`src/rtl/thermal_pkg.sv`:
```
package thermal_pkg;
  typedef enum logic [0:0] {
    SEQ_IDLE = 1'b0,
    SEQ_WAIT = 1'b1
  } seq_state_t;

  localparam logic [1:0] ADDR_LIM0 = 2'd0;
  localparam logic [1:0] ADDR_LIM1 = 2'd1;
  localparam logic [1:0] ADDR_CTRL = 2'd2;
  localparam logic [1:0] ADDR_OFFS = 2'd3;
endpackage

```
`src/rtl/thermal_adjust.sv`:
```
module thermal_adjust #(
  parameter int TW = 8,
  parameter int OW = 6
) (
  input  logic                 clk,
  input  logic                 rst,
  input  logic [TW-1:0]        raw_i,
  input  logic [OW-1:0]        off_i,
  output logic [TW-1:0]        adj_o
);
  localparam int EW = TW + 2;

  logic signed [EW-1:0] sum;
  logic [TW-1:0]        clamped;

  always_comb begin
    sum = $signed({2'b00, raw_i}) + $signed({{(EW-OW){off_i[OW-1]}}, off_i});
    if (sum < 0)
      clamped = '0;
    else if (sum > $signed({2'b00, {TW{1'b1}}}))
      clamped = {TW{1'b1}};
    else
      clamped = sum[TW-1:0];
  end

  always_ff @(posedge clk) begin
    if (rst) adj_o <= '0;
    else     adj_o <= clamped;
  end


  zero_offset_passthrough_chk: assert property (@(posedge clk) disable iff (rst)
    (off_i == '0) |=> (adj_o == $past(raw_i)));
endmodule

```
`src/rtl/thermal_cmp.sv`:
```
module thermal_cmp #(
  parameter int TW = 8
) (
  input  logic [TW-1:0] temp_i,
  input  logic [TW-1:0] level_i,
  input  logic          above_i,
  output logic          met_o
);
  always_comb begin
    if (above_i) met_o = (temp_i > level_i);
    else         met_o = (temp_i < level_i);
  end
endmodule

```
`src/rtl/thermal_seq.sv`:
```
module thermal_seq
  import thermal_pkg::*;
#(
  parameter int SCW = 12
) (
  input  logic           clk,
  input  logic           rst,
  input  logic           en_i,
  input  logic [1:0]     vld_i,
  input  logic [SCW-1:0] stime_i,
  output logic           smp_o,
  output logic           smp_sel_o
);
  seq_state_t     state_q;
  logic           sel_q;
  logic [SCW-1:0] cnt_q;

  always_ff @(posedge clk) begin
    if (rst || !en_i || (vld_i == 2'b00)) begin
      state_q   <= SEQ_IDLE;
      sel_q     <= 1'b0;
      cnt_q     <= '0;
      smp_o     <= 1'b0;
      smp_sel_o <= 1'b0;
    end else if (!vld_i[sel_q]) begin
      state_q <= SEQ_WAIT;
      sel_q   <= ~sel_q;
      cnt_q   <= '0;
      smp_o   <= 1'b0;
    end else if (state_q == SEQ_WAIT && cnt_q >= stime_i) begin
      smp_o     <= 1'b1;
      smp_sel_o <= sel_q;
      cnt_q     <= '0;
      if (vld_i[~sel_q]) sel_q <= ~sel_q;
    end else begin
      state_q <= SEQ_WAIT;
      smp_o   <= 1'b0;
      if (state_q == SEQ_WAIT) cnt_q <= cnt_q + 1'b1;
    end
  end


  no_sample_when_off_chk: assert property (@(posedge clk) disable iff (rst)
    !en_i |=> !smp_o);
endmodule

```
`src/rtl/thermal_cmp_ctrl.sv`:
```
module thermal_cmp_ctrl
  import thermal_pkg::*;
#(
  parameter int TW  = 8,
  parameter int OW  = 6,
  parameter int SCW = 12,
  parameter int DW  = 32
) (
  input  logic          clk,
  input  logic          rst,
  input  logic          wr_en,
  input  logic [1:0]    wr_addr,
  input  logic [DW-1:0] wr_data,
  input  logic          rd_en,
  input  logic [1:0]    rd_addr,
  output logic [DW-1:0] rd_data,
  output logic          rd_vld,
  input  logic [TW-1:0] temp_raw,
  output logic          irq
);
  localparam int NLIM    = 2;
  localparam int B_DIR   = TW;
  localparam int B_IE    = TW + 1;
  localparam int B_VLD   = TW + 2;
  localparam int B_STAT  = TW + 3;

  logic [TW-1:0]  lvl_q [NLIM];
  logic [NLIM-1:0] dir_q, ie_q, vld_q, stat_q;
  logic           en_q;
  logic [SCW-1:0] stime_q;
  logic [OW-1:0]  off_q;

  logic [TW-1:0]  adj;
  logic           smp, smp_sel, met;

  thermal_adjust #(.TW(TW), .OW(OW)) u_adj (
    .clk(clk), .rst(rst), .raw_i(temp_raw), .off_i(off_q), .adj_o(adj));

  thermal_seq #(.SCW(SCW)) u_seq (
    .clk(clk), .rst(rst), .en_i(en_q), .vld_i(vld_q), .stime_i(stime_q),
    .smp_o(smp), .smp_sel_o(smp_sel));

  thermal_cmp #(.TW(TW)) u_cmp (
    .temp_i(adj), .level_i(lvl_q[smp_sel]), .above_i(dir_q[smp_sel]),
    .met_o(met));

  always_ff @(posedge clk) begin
    if (rst) begin
      en_q    <= 1'b0;
      stime_q <= '0;
      off_q   <= '0;
    end else if (wr_en) begin
      if (wr_addr == ADDR_CTRL) begin
        en_q    <= wr_data[0];
        stime_q <= wr_data[SCW:1];
      end
      if (wr_addr == ADDR_OFFS) off_q <= wr_data[OW-1:0];
    end
  end

  for (genvar i = 0; i < NLIM; i++) begin : g_lim
    logic hit;
    assign hit = wr_en && (wr_addr == 2'(i));

    always_ff @(posedge clk) begin
      if (rst) begin
        lvl_q[i]  <= '0;
        dir_q[i]  <= 1'b0;
        ie_q[i]   <= 1'b0;
        vld_q[i]  <= 1'b0;
        stat_q[i] <= 1'b0;
      end else if (hit) begin
        lvl_q[i]  <= wr_data[TW-1:0];
        dir_q[i]  <= wr_data[B_DIR];
        ie_q[i]   <= wr_data[B_IE];
        vld_q[i]  <= wr_data[B_VLD];
        stat_q[i] <= 1'b0;
      end else if (smp && (smp_sel == 1'(i)) && vld_q[i] && met) begin
        stat_q[i] <= 1'b1;
      end
    end


    status_after_sample_chk: assert property (@(posedge clk) disable iff (rst)
      $rose(stat_q[i]) |-> $past(smp && (smp_sel == 1'(i))));
  end

  always_ff @(posedge clk) begin
    if (rst) irq <= 1'b0;
    else     irq <= en_q && |(stat_q & ie_q & vld_q);
  end

  always_ff @(posedge clk) begin
    if (rst) begin
      rd_data <= '0;
      rd_vld  <= 1'b0;
    end else begin
      rd_vld <= rd_en;
      if (rd_en) begin
        rd_data <= '0;
        case (rd_addr)
          ADDR_LIM0, ADDR_LIM1: begin
            rd_data[TW-1:0] <= lvl_q[rd_addr[0]];
            rd_data[B_DIR]  <= dir_q[rd_addr[0]];
            rd_data[B_IE]   <= ie_q[rd_addr[0]];
            rd_data[B_VLD]  <= vld_q[rd_addr[0]];
            rd_data[B_STAT] <= stat_q[rd_addr[0]];
          end
          ADDR_CTRL: begin
            rd_data[0]     <= en_q;
            rd_data[SCW:1] <= stime_q;
          end
          default: rd_data[OW-1:0] <= off_q;
        endcase
      end
    end
  end


  irq_off_when_disabled_chk: assert property (@(posedge clk) disable iff (rst)
    !en_q |=> !irq);


  irq_needs_source_chk: assert property (@(posedge clk) disable iff (rst)
    ((stat_q & ie_q & vld_q) == '0) |=> !irq);
endmodule

```
`config.mk`:
```
export PLATFORM = sky130hd
export DESIGN_NAME = thermal_cmp_ctrl
export DESIGN_NICKNAME = d
export VERILOG_FILES = /design/src/rtl/thermal_pkg.sv /design/src/rtl/thermal_adjust.sv /design/src/rtl/thermal_cmp.sv /design/src/rtl/thermal_seq.sv /design/src/rtl/thermal_cmp_ctrl.sv
export SDC_FILE = /design/constraint.sdc
export NUM_CORES = 1
export LEC_CHECK = 0
export BUFFER_PORTS_ARGS = -buffer_cell sky130_fd_sc_hd__buf_2
export CAP_MARGIN = 20
export CORE_ASPECT_RATIO = 0.7
export CORE_UTILIZATION = 50
export CTS_BUF_LIST = sky130_fd_sc_hd__clkbuf_16
export DETAILED_ROUTE_END_ITERATION = 7
export GPL_TIMING_DRIVEN = 1
export PLACE_DENSITY = 0.75
export SLEW_MARGIN = 20
export SYNTH_ARGS = -nofsm -noshare
export SYNTH_HDL_FRONTEND = slang
export SYNTH_HIERARCHICAL = 1
export SYNTH_SLANG_ARGS = --single-unit
export TNS_END_PERCENT = 20
```
`constraint.sdc`:
```
create_clock -name clk -period 2.4 [get_ports clk]
set_input_delay 0.48 -clock clk [delete_from_list [all_inputs] [get_ports clk]]
set_output_delay 0.48 -clock clk [all_outputs]
set_load 0.01 [all_outputs]
```
==> results.yml <==
worst_setup_path:
  crit_fanout: 3
  timing.rr.end: "stat_q[0]"
  cp.arrival_ps: 2640
  r2r-start: "u_seq/smp_sel_o"
  path_class: "reg -> reg"
  worst_ep_required_time_ps: 2670
  rrSetupSlack_ps: 30
  crit_path_start_kind: "flop"
  r2r_cells: 10
  endpoint_kind: "flop"
placement:
  placed_cells: 641
  hpwl_um: 8230
  io_buffer_count: 43
  gp_congestion: 0.861
  pre_cts_slack_ps: -27.8
  dpl_cell_area_um2: 4960
route:
  dr.pass1.iters: 5
  dr_wl_met2_um: 5020
  avgRoutedWirePerCell_um: 17.3
  drtAntennaViolNets: 0
  avgViaCountPerCell: 5.65
  dr.max_layer_used: "met4"
  drt_iter0_markers: 301
  wl_met3_um: 791
  wl_um: 11400
  drc: 0
  wl_met1_um: 5360
  num_vias: 3709
sta:
  worst_slack_ps: 27.5
  maxSlewHeadroom_pct: 55.8
  min_period_ps: 2370
  rsz0062_at_grt: "yes"
  skew_ps: 6.96
  period_share_pct: 98.9
  hold_violations: 0
  fmax_ghz: 0.421
  slew_violations: 0
  finalSetupViolations: 0
  tightest_slew_ps: 662
job:
  cap_violations: 0
hold_path:
  hold_depth: 3
  hold_path.class: "in -> reg"
  worstHoldStart: "wr_data[12]"
  hold_end: "stime_q[11]"
floorplanning:
  core_um2: 9110
  die_y_um: 83.2
  rows: 29
  die_w_um: 118
  ioPinCount: 82
  die_area_um2: 9820
  start_util_pct: 51.7
global_routing:
  grt_max_degree: 27
  grt_pass1_wl_um: 18200
  antenna_found_initial: 0
  grt_pass1_vias: 3634
  grt_overflow_total: 0
  grt_util_all_layers_pct: 24.4
clocking:
  insertion_delay_ps: 350
  h-tree-depth: 3
  cts_tree: "yes"
  cts-root-buf: "clkbuf_16"
  path_clk_slew_ps: 60
  cts_max_path_buffers: 2
  cts_num_sinks: 82
  cts_hold_buf: 0
  cts_setup_buffers: 0
  cts_buffers: 9
layout:
  antennaDiodeCount: 0
  finalNetCount: 607
  fin_area_um2: 5360
  fin_util_pct: 58.8
  fin_cells: 657
  final_layout_size_suffix_gt1_share_pct: 22.0
  area_growth_pct: 13.8
synth:
  seq_area_frac_synth_pct: 38.3
  yosys-top-cells-count: "66 x dfxtp_1, 43 x nand2_1, 36 x nor2_1"
  post_synth.cell_area_avg_um2: 9.71
  synth_cells: 485
  syn_area_um2: 4710
  ys_top_cells_by_area: "dfxtp_1 28%, edfxtp_1 10%, ha_1 8.0%"
  yosysMostFrequentCell: "dfxtp_1"
  ys.flop_type: "dfxtp_1"
  synthArstFlopShare_pct: 0
  synth.largest_area_cell: "dfxtp_1"
  netlist.area_leader.share_pct: 28.1
  ys_warn_count: 6
  synth_seq_cells: 82
  yosys.cell_types.count: 76
  synth_enable_flop_cells: 16
power:
  power_leakage_nw: 2.19
  peakVddDrop_v: 0.000358
  p_per_area_nw_per_um2: 616
run_status:
  status: "finished clean"
[where the power goes]
group	internal, W	switching [W]
Sequential	0.00146	0.0000395
Combinational	0.000198	0.000255
Clock	0.000793	0.000549
[cell families (layout without fill, tap and decap cells)]
logic type / Yosys count / count (layout) / share of synthesized area (%)
buf+inv: 72 / 102 / 8.21
mux: 34 / 34 / 9.38
xor+xnor: 14 / 14 / 3.00
simple gates: 156 / 156 / 17.1
fa+ha+maj: 31 / 31 / 8.40
flops: 82 / 82 / 38.3
compound gates: 95 / 95 / 15.5
other cells: 1 / 19 / 0.0796
[timing repair]
item / 4_1_cts / 5_1_grt
resized for setup: 3 / 16
setup endpoints to repair: 2 / 2
cloned: 0 / 0
pin swaps: 0 / 8
[flip-flops by register name, summed over array words and instances (netlist names)]
signal and flops:
lvl_q 16, rd_data 13, stime_q 12, u_seq/cnt_q 12, u_adj/adj_o 8, off_q 6
dir_q 2, ie_q 2, stat_q 2, vld_q 2, en_q 1, irq 1
rd_vld 1, u_seq/sel_q 1, u_seq/smp_o 1, u_seq/smp_sel_o 1, u_seq/state_q 1
[worst max path at each step]
stage / from / endpoint / slack [ps] / depth (start not counted)
2_1_floorplan: u_seq/smp_sel_o / stat_q[0] / 80 / 11
3_3_place_gp: u_seq/smp_sel_o / stat_q[0] / 50 / 10
3_5_place_dp: u_seq/smp_sel_o / stat_q[0] / -30 / 10
4_1_cts: u_seq/smp_sel_o / stat_q[0] / 40 / 10
5_1_grt: u_seq/smp_sel_o / stat_q[1] / -40 / 10
6_report: u_seq/smp_sel_o / stat_q[0] / 30 / 10
[layout by cell type (no fill, tap or decap), types with 7 or more instances in the layout]
cell / instances
ha_1: 26
and2_1: 17
nor2_1: 36
dfxtp_1: 65
nand3_1: 8
xnor2_1: 7
nand2_1: 43
clkbuf_16: 9
mux2i_1: 18
edfxtp_1: 16
buf_2: 43
inv_1: 31
a21oi_1: 27
mux2_2: 8
conb_1: 19
[stage by stage]
step	power (W)	TNS, ps	hold WS [ps]
global placement	0.00191	0	454
global route	0.00342	-72.0	394
floorplan	0.00183	0	445
finish	0.00330	0	372
detailed placement	0.00194	-47.4	469
CTS	0.00327	0	367
[layout make-up]
cell class | instances | area (um2)
clock buffer | 9 | 225
clock inverter | 7 | 58.8
fill | 787 | 3750
inverter | 35 | 131
multi-input combinational | 349 | 2690
sequential | 82 | 1810
tap | 124 | 155
timing repair buffer | 51 | 292
[critical path, cell delays in order (launching register included)]
cell and delay (ps):
dfxtp_4 370, buf_4 130, mux2_2 340, inv_2 70
ha_4 210, a21oi_4 160, a21oi_2 90, a2111oi_4 320
mux2i_2 320, a41oi_2 140, nor2_1 140
[per-layer routing]
layer  vias to the layer above  GRT usage (%)
met3                        22           6.73
met2                       160           36.8
met5                         -              0
met4                         0           10.4
li1                       1765              -
met1                      1762           32.7
No activity file was read; power rests on OpenSTA's default activity.
